[src/rtl/sctl_pkg.sv]
package sctl_pkg;

  typedef enum logic [1:0] {
    PH_IDLE,
    PH_INSTR,
    PH_DATA,
    PH_DONE
  } phase_t;

  // Strobes from control to datapath, one cycle each
  typedef struct packed {
    logic       clear;
    logic       sample;
    logic       instrDone;
    logic       byteDone;
    logic       launch;
    logic [2:0] bitIdx;
  } strobe_t;

endpackage

[src/rtl/sctl_ctrl.sv]
module sctl_ctrl
  import sctl_pkg::*;
#(
  parameter int SYNC_STAGES = 2,
  parameter int INSTR_BITS  = 16
) (
  input  logic       clk,
  input  logic       rstN,
  input  logic       sclkIn,
  input  logic       csNIn,
  input  logic       sdioIn,
  input  logic       rdFlag,
  input  logic [1:0] lenCode,
  input  logic       atStop,
  output strobe_t    strb,
  output logic       rxBit,
  output phase_t     phase,
  output logic       csActive
);

  localparam int CNT_W = $clog2(INSTR_BITS);
  localparam logic [CNT_W-1:0] INSTR_LAST = CNT_W'(INSTR_BITS - 1);
  localparam logic [CNT_W-1:0] BYTE_LAST  = CNT_W'(7);

  logic [SYNC_STAGES-1:0] sclkQ, csQ, sdQ;
  logic                   sclkPrev;
  logic [CNT_W-1:0]       bitCnt;
  logic [1:0]             byteCnt;
  logic                   sclkRise, sclkFall, sclkNow;

  // Synchronizer chains, one stage per generate step
  for (genvar s = 0; s < SYNC_STAGES; s++) begin : g_sync
    if (s == 0) begin : g_first
      always_ff @(posedge clk or negedge rstN) begin
        if (!rstN) begin
          sclkQ[0] <= 1'b0;
          csQ[0]   <= 1'b1;
          sdQ[0]   <= 1'b0;
        end else begin
          sclkQ[0] <= sclkIn;
          csQ[0]   <= csNIn;
          sdQ[0]   <= sdioIn;
        end
      end
    end else begin : g_next
      always_ff @(posedge clk or negedge rstN) begin
        if (!rstN) begin
          sclkQ[s] <= 1'b0;
          csQ[s]   <= 1'b1;
          sdQ[s]   <= 1'b0;
        end else begin
          sclkQ[s] <= sclkQ[s-1];
          csQ[s]   <= csQ[s-1];
          sdQ[s]   <= sdQ[s-1];
        end
      end
    end
  end

  assign sclkNow  = sclkQ[SYNC_STAGES-1];
  assign csActive = ~csQ[SYNC_STAGES-1];
  assign rxBit    = sdQ[SYNC_STAGES-1];
  assign sclkRise = sclkNow & ~sclkPrev;
  assign sclkFall = ~sclkNow & sclkPrev;

  always_ff @(posedge clk or negedge rstN) begin
    if (!rstN) begin
      sclkPrev <= 1'b0;
      phase    <= PH_IDLE;
      bitCnt   <= '0;
      byteCnt  <= '0;
    end else begin
      sclkPrev <= sclkNow;
      if (!csActive) begin
        phase   <= PH_IDLE;
        bitCnt  <= '0;
        byteCnt <= '0;
      end else begin
        unique case (phase)
          PH_IDLE: begin
            phase  <= PH_INSTR;
            bitCnt <= '0;
          end
          PH_INSTR: if (sclkRise) begin
            if (bitCnt == INSTR_LAST) begin
              phase  <= PH_DATA;
              bitCnt <= '0;
            end else begin
              bitCnt <= bitCnt + 1'b1;
            end
          end
          PH_DATA: if (sclkRise) begin
            if (bitCnt == BYTE_LAST) begin
              bitCnt  <= '0;
              byteCnt <= byteCnt + 1'b1;
              if (atStop || (lenCode != 2'd3 && byteCnt == lenCode))
                phase <= PH_DONE;
            end else begin
              bitCnt <= bitCnt + 1'b1;
            end
          end
          default: phase <= PH_DONE;
        endcase
      end
    end
  end

  always_comb begin
    strb.clear     = ~csActive;
    strb.sample    = sclkRise && (phase == PH_INSTR || phase == PH_DATA);
    strb.instrDone = sclkRise && phase == PH_INSTR && bitCnt == INSTR_LAST;
    strb.byteDone  = sclkRise && phase == PH_DATA && bitCnt == BYTE_LAST;
    strb.launch    = sclkFall && phase == PH_DATA && rdFlag;
    strb.bitIdx    = bitCnt[2:0];
  end

endmodule

[src/rtl/sctl_dpath.sv]
module sctl_dpath
  import sctl_pkg::*;
#(
  parameter int          ADDR_W    = 13,
  parameter int          REG_AW    = 10,
  parameter int          MAX_ADDR  = 'h232,
  parameter logic [7:0]  CFG_RESET = 8'h18
) (
  input  logic              clk,
  input  logic              rstN,
  input  strobe_t           strb,
  input  logic              rxBit,
  input  logic [7:0]        regRdData,
  output logic [REG_AW-1:0] regAddr,
  output logic [7:0]        regWrData,
  output logic              regWrEn,
  output logic              rdFlag,
  output logic [1:0]        lenCode,
  output logic              atStop,
  output logic              unidir,
  output logic              txBit
);

  localparam int IW = ADDR_W + 3;
  localparam logic [ADDR_W-1:0] MAX_A = ADDR_W'(MAX_ADDR);

  logic [IW-1:0]     shiftReg, nextShift;
  logic [ADDR_W-1:0] curAddr, nextAddr;
  logic [REG_AW-1:0] wrAddr;
  logic [7:0]        cfgReg, holdByte, rxByte, rdByte, txSrc;
  logic              lsbFirst, inRange, isCfg;

  assign lsbFirst = cfgReg[6] & cfgReg[1];
  assign unidir   = cfgReg[7] & cfgReg[0];
  assign inRange  = curAddr <= MAX_A;
  assign isCfg    = curAddr == '0;
  assign atStop   = curAddr == MAX_A;

  always_comb begin
    nextShift = lsbFirst ? {rxBit, shiftReg[IW-1:1]} : {shiftReg[IW-2:0], rxBit};
    rxByte    = lsbFirst ? nextShift[IW-1 -: 8] : nextShift[7:0];
    if (lsbFirst)          nextAddr = curAddr + ADDR_W'(1);
    else if (isCfg)        nextAddr = MAX_A;
    else                   nextAddr = curAddr - ADDR_W'(1);
    if (isCfg)             rdByte = cfgReg;
    else if (inRange)      rdByte = regRdData;
    else                   rdByte = '0;
    txSrc = (strb.bitIdx == 3'd0) ? rdByte : holdByte;
  end

  assign regAddr = regWrEn ? wrAddr : curAddr[REG_AW-1:0];

  always_ff @(posedge clk or negedge rstN) begin
    if (!rstN) begin
      shiftReg  <= '0;
      curAddr   <= '0;
      wrAddr    <= '0;
      cfgReg    <= CFG_RESET;
      holdByte  <= '0;
      regWrData <= '0;
      regWrEn   <= 1'b0;
      rdFlag    <= 1'b0;
      lenCode   <= '0;
      txBit     <= 1'b0;
    end else begin
      regWrEn <= 1'b0;
      if (strb.clear) begin
        shiftReg <= '0;
        rdFlag   <= 1'b0;
      end else begin
        if (strb.sample) shiftReg <= nextShift;
        if (strb.instrDone) begin
          rdFlag  <= nextShift[IW-1];
          lenCode <= nextShift[IW-2 -: 2];
          curAddr <= nextShift[ADDR_W-1:0];
        end
        if (strb.byteDone) begin
          if (!rdFlag) begin
            if (isCfg) begin
              cfgReg <= rxByte;
            end else if (inRange) begin
              regWrEn   <= 1'b1;
              regWrData <= rxByte;
              wrAddr    <= curAddr[REG_AW-1:0];
            end
          end
          curAddr <= nextAddr;
        end
        if (strb.launch) begin
          if (strb.bitIdx == 3'd0) holdByte <= rdByte;
          txBit <= lsbFirst ? txSrc[strb.bitIdx] : txSrc[3'd7 - strb.bitIdx];
        end
      end
    end
  end

endmodule

[src/rtl/sctl_port.sv]
module sctl_port
  import sctl_pkg::*;
#(
  parameter int         SYNC_STAGES = 2,
  parameter int         ADDR_W      = 13,
  parameter int         REG_AW      = 10,
  parameter int         MAX_ADDR    = 'h232,
  parameter logic [7:0] CFG_RESET   = 8'h18
) (
  input  logic              clk,
  input  logic              rstN,
  input  logic              sclkIn,
  input  logic              csNIn,
  input  logic              sdioIn,
  output logic              sdioOut,
  output logic              sdioOe,
  output logic              sdoOut,
  output logic              sdoOe,
  output logic [REG_AW-1:0] regAddr,
  output logic [7:0]        regWrData,
  output logic              regWrEn,
  input  logic [7:0]        regRdData
);

  strobe_t    strb;
  phase_t     phase;
  logic       rxBit, rdFlag, atStop, unidir, txBit, csActive, readOut;
  logic [1:0] lenCode;

  sctl_ctrl #(
    .SYNC_STAGES(SYNC_STAGES),
    .INSTR_BITS (ADDR_W + 3)
  ) u_ctrl (
    .clk     (clk),
    .rstN    (rstN),
    .sclkIn  (sclkIn),
    .csNIn   (csNIn),
    .sdioIn  (sdioIn),
    .rdFlag  (rdFlag),
    .lenCode (lenCode),
    .atStop  (atStop),
    .strb    (strb),
    .rxBit   (rxBit),
    .phase   (phase),
    .csActive(csActive)
  );

  sctl_dpath #(
    .ADDR_W   (ADDR_W),
    .REG_AW   (REG_AW),
    .MAX_ADDR (MAX_ADDR),
    .CFG_RESET(CFG_RESET)
  ) u_dpath (
    .clk      (clk),
    .rstN     (rstN),
    .strb     (strb),
    .rxBit    (rxBit),
    .regRdData(regRdData),
    .regAddr  (regAddr),
    .regWrData(regWrData),
    .regWrEn  (regWrEn),
    .rdFlag   (rdFlag),
    .lenCode  (lenCode),
    .atStop   (atStop),
    .unidir   (unidir),
    .txBit    (txBit)
  );

  assign readOut = csActive && phase == PH_DATA && rdFlag;
  assign sdioOe  = readOut && !unidir;
  assign sdoOe   = readOut && unidir;
  assign sdioOut = txBit;
  assign sdoOut  = txBit;

endmodule

[config.mk]
export PLATFORM = sky130hd
export DESIGN_NAME = sctl_port
export DESIGN_NICKNAME = d
export VERILOG_FILES = /design/src/rtl/sctl_pkg.sv /design/src/rtl/sctl_ctrl.sv /design/src/rtl/sctl_dpath.sv /design/src/rtl/sctl_port.sv
export SDC_FILE = /design/constraint.sdc
export NUM_CORES = 1
export LEC_CHECK = 0
export BUFFER_PORTS_ARGS = -buffer_cell sky130_fd_sc_hd__buf_2
export CAP_MARGIN = 20
export CORE_UTILIZATION = 55
export DETAILED_ROUTE_END_ITERATION = 8
export PLACE_DENSITY = 0.74
export SLEW_MARGIN = 15
export SYNTH_ARGS = -nofsm -noshare
export SYNTH_HDL_FRONTEND = slang
export SYNTH_SLANG_ARGS = --single-unit
export TNS_END_PERCENT = 20
[constraint.sdc]
create_clock -name clk -period 2.44 [get_ports clk]
set_input_delay 0.122 -clock clk [delete_from_list [all_inputs] [get_ports clk]]
set_output_delay 0.122 -clock clk [all_outputs]
set_load 0.03 [all_outputs]
# Yosys cells after proc, flatten, opt, wreduce, memory -nomap -nowiden
# Index checks and enable logic that the tools add are counted.
[totals]
romBits = 0
regBits = 83
ramBits = 0
latch_bits = 0
mem_count = 0
[classes]
eq_ne = 12
mux = 41
multipliers = 0
n_reduce_logical = 33
bitwise = 9
n_div = 0
order_cmp = 3
addsub = 5
shift = 0
[ops]
columns = ["operator", "n"]
rows = [
  ["two-way mux 13 bit", 4],
  ["two-way mux 16 bit", 3],
  ["two-way mux 8 bit", 4],
  ["two-way mux 2 bit", 10],
  ["two-way mux 4 bit", 5],
  ["inequality test 3 x 1 -> 1 bit (second input constant)", 5],
  ["adder 13 x 1 -> 13 bit (second input constant)", 1],
  ["equality test 13 x 10 -> 1 bit (second input constant)", 1],
  ["less-or-equal comparator 13 x 10 -> 1 bit (second input constant)", 1],
  ["zero test 13 bit", 1],
  ["subtractor 13 x 1 -> 13 bit (second input constant)", 1],
  ["logical AND 1 bit", 12],
  ["one-hot mux 4 bit (3 select lines)", 1],
  ["nonzero test 2 bit", 6],
  ["two-way mux 1 bit", 10],
  ["two-way mux 10 bit", 1],
  ["AND reduction 5 bit", 2],
  ["< comparator 3 x 4 -> 1 bit (second input constant)", 2],
  ["binary-select mux 1 bit (select 3 bit)", 2],
  ["one-hot mux 2 bit (3 select lines)", 1],
  ["AND reduction 2 bit", 3],
  ["AND reduction 3 bit", 2],
  ["NOT 1 bit", 5],
  ["adder 4 x 1 -> 4 bit (second input constant)", 1],
  ["15 further kinds", 19],
]

# Longest topological paths before layout
[depth]
word_depth = 8
ltp_mapped = 11
depth_no_buf = 9

# Hierarchy
# From an unflattened synthesis, not the netlist that was laid out.
[unflattened]
cells_unflattened = 524
area_unflattened_um2 = 4805.9
[modules_own_cells]
columns = ["module", "area_per_inst_um2", "n_inst", "cells_per_inst"]
rows = [
  ["sctl_dpath", 3966.3, 1, 447],
  ["sctl_ctrl", 812.0, 1, 72],
  ["sctl_port", 27.5, 1, 5],
]

# Worst setup path before layout
# Ideal clock, no wire load.
[synth_timing]
path_kind = "register -> register"
from = "register u_ctrl.bitCnt[0]"
to = "register u_dpath.txBit"
setup_time_ns = 0.087
n_path_buf = 2
t_required_ns = 2.353
synth_period_minus_slack_ns = 2.142
arrival_time_ns = 2.056
path_stages_with_launch = 12
setup_slack_ns = 0.298
path_cell_list = "dfrtp_1 -> clkbuf_1 -> inv_1 -> ha_1 -> clkbuf_1 -> nor2_1 -> nor3_1 -> a21oi_1 -> a221o_1 -> a221oi_1 -> o22ai_1 -> o211ai_1"
[synth_via]
elab_chain_cells = 5
word_cells_on_any_way = 8
classes_between = "add/sub (1); mux (6); reduce/logical (1)"
[synth_lines]
columns = ["item", "line", "source"]
rows = [
  ["start: declaration", "sctl_ctrl.sv:27", "logic [CNT_W-1:0] bitCnt;"],
  ["start signal: assignment", "sctl_ctrl.sv:89", "bitCnt <= bitCnt + 1'b1;"],
  ["start signal: assignment", "sctl_ctrl.sv:99", "bitCnt <= bitCnt + 1'b1;"],
  ["branches (longest 4 deep; another with subtractor 3 bit)", "n/a", ""],
  ["two-way mux 1 bit *", "sctl_dpath.sv:91", "txBit <= lsbFirst ? txSrc[strb.bitIdx] : txSrc[3'd7 - strb.bitIdx];"],
  ["end signal: assignment", "sctl_dpath.sv:91", ""],
  ["end: declaration", "sctl_dpath.sv:21", "output logic txBit"],
]
# Every way passes the cells marked *. The select of a mux whose other input is x is not followed.
# A chain may end at the register's enable or synchronous reset.

# Worst setup path in the final report
[layout_timing]
from = "register u_ctrl.phase[0]"
to = "register u_dpath.txBit"
[layout_via]
elab_chain_cells = 4
[layout_lines]
columns = ["item", "line", "source"]
rows = [
  ["start: declaration", "sctl_ctrl.sv:17", "output phase_t phase,"],
  ["start signal: assignment", "sctl_ctrl.sv:69", "phase <= PH_IDLE;"],
  ["start signal: assignment", "sctl_ctrl.sv:75", "phase <= PH_IDLE;"],
  ["start signal: assignment", "sctl_ctrl.sv:81", "phase <= PH_INSTR;"],
  ["equality test 2 bit", "sctl_ctrl.sv:113", "strb.launch = sclkFall && phase == PH_DATA && rdFlag;"],
  ["logical AND 1 bit (2 in series)", "sctl_ctrl.sv:113", ""],
  ["AND reduction 2 bit (no source line)", "n/a", ""],
]
# No other way between the ends.

==> summary.txt <==
================================================================================
PnR Total Power                                                          3.41 mW
Count of clock tree sinks                                                     83
Proportion of synthesized chip area in sequential cells                    43.3%
CP required                                                              2.73 ns
Number of antenna violations at the first check in global routing              0
RSZ-0062 raised after global routing                                          no
Worst min-delay path endpoint                                       u_dpath.holdByte[4]
Maximum clock insertion buffer count                                           2
Number of maximum-capacitance violations                                       0
Core Area                                                               8340 um2
Worst-case register-to-register setup slack                              0.14 ns
Max H-tree Level                                                               3
DIE AREA                                                                9120 um2
Max_slew headroom                                                          56.0%
Final routed wire length divided by cell count                           18.0 um
Capturing element type of the critical path                            flip-flop
Setup CP Type                                                            reg2reg
Share of post-route cells with drive strength above 1                      20.3%
Final count of pins violating max slew                                         0
Total nets after synthesis                                                   551
Final Setup Violations                                                         0
Max Fclk                                                               0.434 GHz
Synthesis-stage register bit count                                            83
DRT antenna net count                                                          0
Post-layout minimum cycle time                                           2.30 ns
Crit path arrival time                                                   2.59 ns
FF-to-FF path depth                                                            9
Number of detailed-route iterations in the first pass                          5
Initial Util                                                               57.6%
Clk_skew                                                              0.00585 ns
Setup slack after placement                                             0.139 ns
Total global routing track utilization                                     28.5%
Worst-case setup margin in the final layout                             0.138 ns
IR Drop Worst-Case VDD                                                0.000369 V
Result of the run                                                      completed
Overflow left after global routing                                             0
Gate count of the mapped netlist                                             528
Post-synth ARST share                                                       100%
Port buffer count                                                             35
Root buf cell                                                       sky130_fd_sc_hd__clkbuf_8
Cell count after placement                                                   651
Maximum number of pins on one net before global-route repair                  46
Hpwl dp                                                                  8680 um
Commonest register cell after synthesis                             sky130_fd_sc_hd__dfrtp_1
Simple-gate share of the synthesized area                                  20.0%
Starting DRT DRC Count                                                       446
Highest fanout seen on the critical path                                       7
Unique masters post-synth                                                     68
Number of enable flip-flop cells after synthesis                               0
Count of endpoints failing hold in the final timing report                     0
Count of yosys warnings during synthesis                                       0
Mapped cell area                                                        4810 um2
Combinational family with the most area after synthesis             compound AO/OA/AOI/OAI gates
Number of global-route vias before repair                                   3936
Leakage power                                                            2.46 nW
P&R area growth vs syn                                                     13.2%
Wire length of the first global-routing pass                            19800 um
Number of diodes                                                               0
Count of cells along the worst hold path                                       3
Setup TNS after final layout                                                0 ns
Final clock period utilization by the worst path                           94.3%
Placement Rows                                                                33
Reg2reg start                                                       u_ctrl.phase[0]
Die height                                                               95.5 um
Reg clk slew, reported paths                                             0.09 ns
Total power per unit cell area                                        627 nW/um2
Capturing point of the worst reg2reg path                           u_dpath.txBit
CP startpoint kind                                                     flip-flop
CTS tree                                                                     yes
Via density                                                                 6.27
Synthesized-area fraction occupied by ao, oa, aoi and oai cells            22.0%
Number of buffers inserted during clock tree synthesis                         9
Clock Latency Late Sink                                                  0.37 ns
Boundary pin count                                                            36
Routed WL                                                               12000 um
Start point of the worst hold path                                  regRdData[4]
Xor and xnor area share after synthesis                                    1.28%
Synth Area per Inst                                                     9.10 um2
Die W                                                                    95.5 um
Vias                                                                        4210
FILL cells                                                                   694
Post-synthesis mux area share                                              5.80%
GPL Wtd Cong                                                               0.923
Adder and majority gate portion of the synthesized area                    2.60%
Residual DRC count                                                             0
Slew at the pin closest to its max-slew limit                           0.654 ns
Hold crit path type                                                       in2reg
Net count of the finished layout                                             584
Fin cells                                                                    671
================================================================================
## cells in the mapped netlist, drive strengths merged (3+ instances only)
master   n  area, um2
dfrtp   79       1980
nor2    63        239
a21oi   49        245
nand2   49        184
o21ai   37        185
clkbuf  24       90.1
buf     19        113
a211oi  18        135
mux2    15        169
nand3   12       60.1
nor3    12       65.1
and3    11       68.8
inv     11       41.3
mux2i   11        110
ha      10        125
a31oi    8       50.1
a22oi    6       45.0
nand4    6       37.5
xor2     6       52.6
a221oi   5       50.0
a22o     5       43.8
nand3b   5       53.8
dfstp    4        105
nor4     4       61.3
o211ai   4       30.0
o221ai   4       35.0
o22ai    4       25.0
a221o    3       30.0
and2     3       21.3
nand2b   3       18.8
nor3b    3       33.8
o22a     3       26.3
o31ai    3       22.5
## cell type report
cell class	count	area [um2]	share of cell area, %
multi-input combinational	391	2520	46.3
sequential	83	2080	38.3
timing repair buffer	65	438	8.05
tap	105	131	2.41
clock buffer	9	124	2.28
clock inverter	7	106	1.95
inverter	11	41.3	0.759
## kinds of logic (layout without fill, tap and decap cells)
| family | after synthesis | in the layout |
|---|---|---|
| AO/OA/AOI/OAI | 163 | 163 |
| flip-flops | 83 | 83 |
| adder cells (fa/ha/maj) | 10 | 10 |
| multiplexers | 26 | 26 |
| buffers and inverters | 54 | 92 |
| XOR/XNOR | 7 | 7 |
| AND/OR/NAND/NOR | 185 | 185 |
## routing by layer
metal / vias up / part of all wire [%] / global-route usage (%)
met5: - / 0 / 0
met3: 19 / 6.8 / 5.82
met2: 167 / 47 / 43.6
met1: 2027 / 45 / 40.5
met4: 0 / 1.4 / 8.71
li1: 1997 / - / -
## metrics by stage
step / hold WS (ns) / util (%) / cell area [um2]
after detailed placement: 0.134 / 61.6 / 5130
after global routing: 0.0190 / 65.2 / 5440
after global placement: 0.135 / 61.6 / 5130
after CTS: 0.0179 / 64.8 / 5400
final: 0.0293 / 65.2 / 5440
after floorplan: -0.174 / - / 4810
## sequential cells by signal, indices dropped and copies added (netlist names)
register	count
u_ctrl.bitCnt	4
u_ctrl.byteCnt	2
u_ctrl.csQ	1
u_ctrl.phase	2
u_ctrl.rxBit	1
u_ctrl.sclkNow	1
u_ctrl.sclkPrev	1
u_ctrl.sclkQ	1
u_ctrl.sdQ	1
u_ctrl.strb	1
u_dpath.cfgReg	8
u_dpath.curAddr	13
u_dpath.holdByte	8
u_dpath.lenCode	2
u_dpath.rdFlag	1
u_dpath.regWrData	8
u_dpath.regWrEn	1
u_dpath.shiftReg	16
u_dpath.txBit	1
u_dpath.wrAddr	10
## critical path: stages (launching register included)
cell and delay [ns]:
sky130_fd_sc_hd__dfrtp_1 0.41, sky130_fd_sc_hd__inv_1 0.11, sky130_fd_sc_hd__ha_1 0.37, sky130_fd_sc_hd__nand3b_4 0.14, sky130_fd_sc_hd__nor3b_4 0.29, sky130_fd_sc_hd__o311ai_1 0.17
sky130_fd_sc_hd__a221o_1 0.28, sky130_fd_sc_hd__a221oi_1 0.22, sky130_fd_sc_hd__o22ai_1 0.13, sky130_fd_sc_hd__o211ai_1 0.10
## power by group
group	total [mW]	internal (mW)	switching (mW)
Sequential	1.55	1.46	0.0840
Combinational	0.694	0.268	0.426
Clock	1.17	0.599	0.570
Total	3.41	2.33	1.08
## cell usage in the layout, fill, tap and decap left out, drive strengths merged, types with 5 or more instances in the layout
cell	synthesis	routed
dfrtp	79	79
nand2	49	49
xor2	6	6
a31oi	8	8
nand4	6	6
buf	19	61
nand3	12	12
clkbuf	24	9
a22oi	6	6
nor2	63	63
ha	10	10
and3	11	11
nor3	12	12
mux2i	11	11
a22o	5	5
a211oi	18	18
a221oi	5	5
o21ai	37	37
mux2	15	15
inv	11	16
nand3b	5	5
a21oi	49	49
## repair_timing
item,4_1_cts,5_1_grt
hold buffers,4,0
endpoints found under the setup margin,0,9
endpoints found under the hold margin,39,0
gates resized for setup,0,6
setup buffers,0,0
## how the worst max path moves through the flow
stage                        startpoint             to  slack (ns)  depth (start not counted)
floorplan              u_ctrl.bitCnt[0]  u_dpath.txBit        0.30                         11
global placement     u_dpath.curAddr[3]  u_dpath.txBit        0.22                          8
detailed placement  u_dpath.curAddr[11]  u_dpath.txBit        0.14                          7
CTS                 u_dpath.curAddr[11]  u_dpath.txBit        0.11                          7
global route            u_ctrl.phase[0]  u_dpath.txBit        0.01                          9
finish                  u_ctrl.phase[0]  u_dpath.txBit        0.14                          9
No activity file was read; power rests on OpenSTA's default activity.
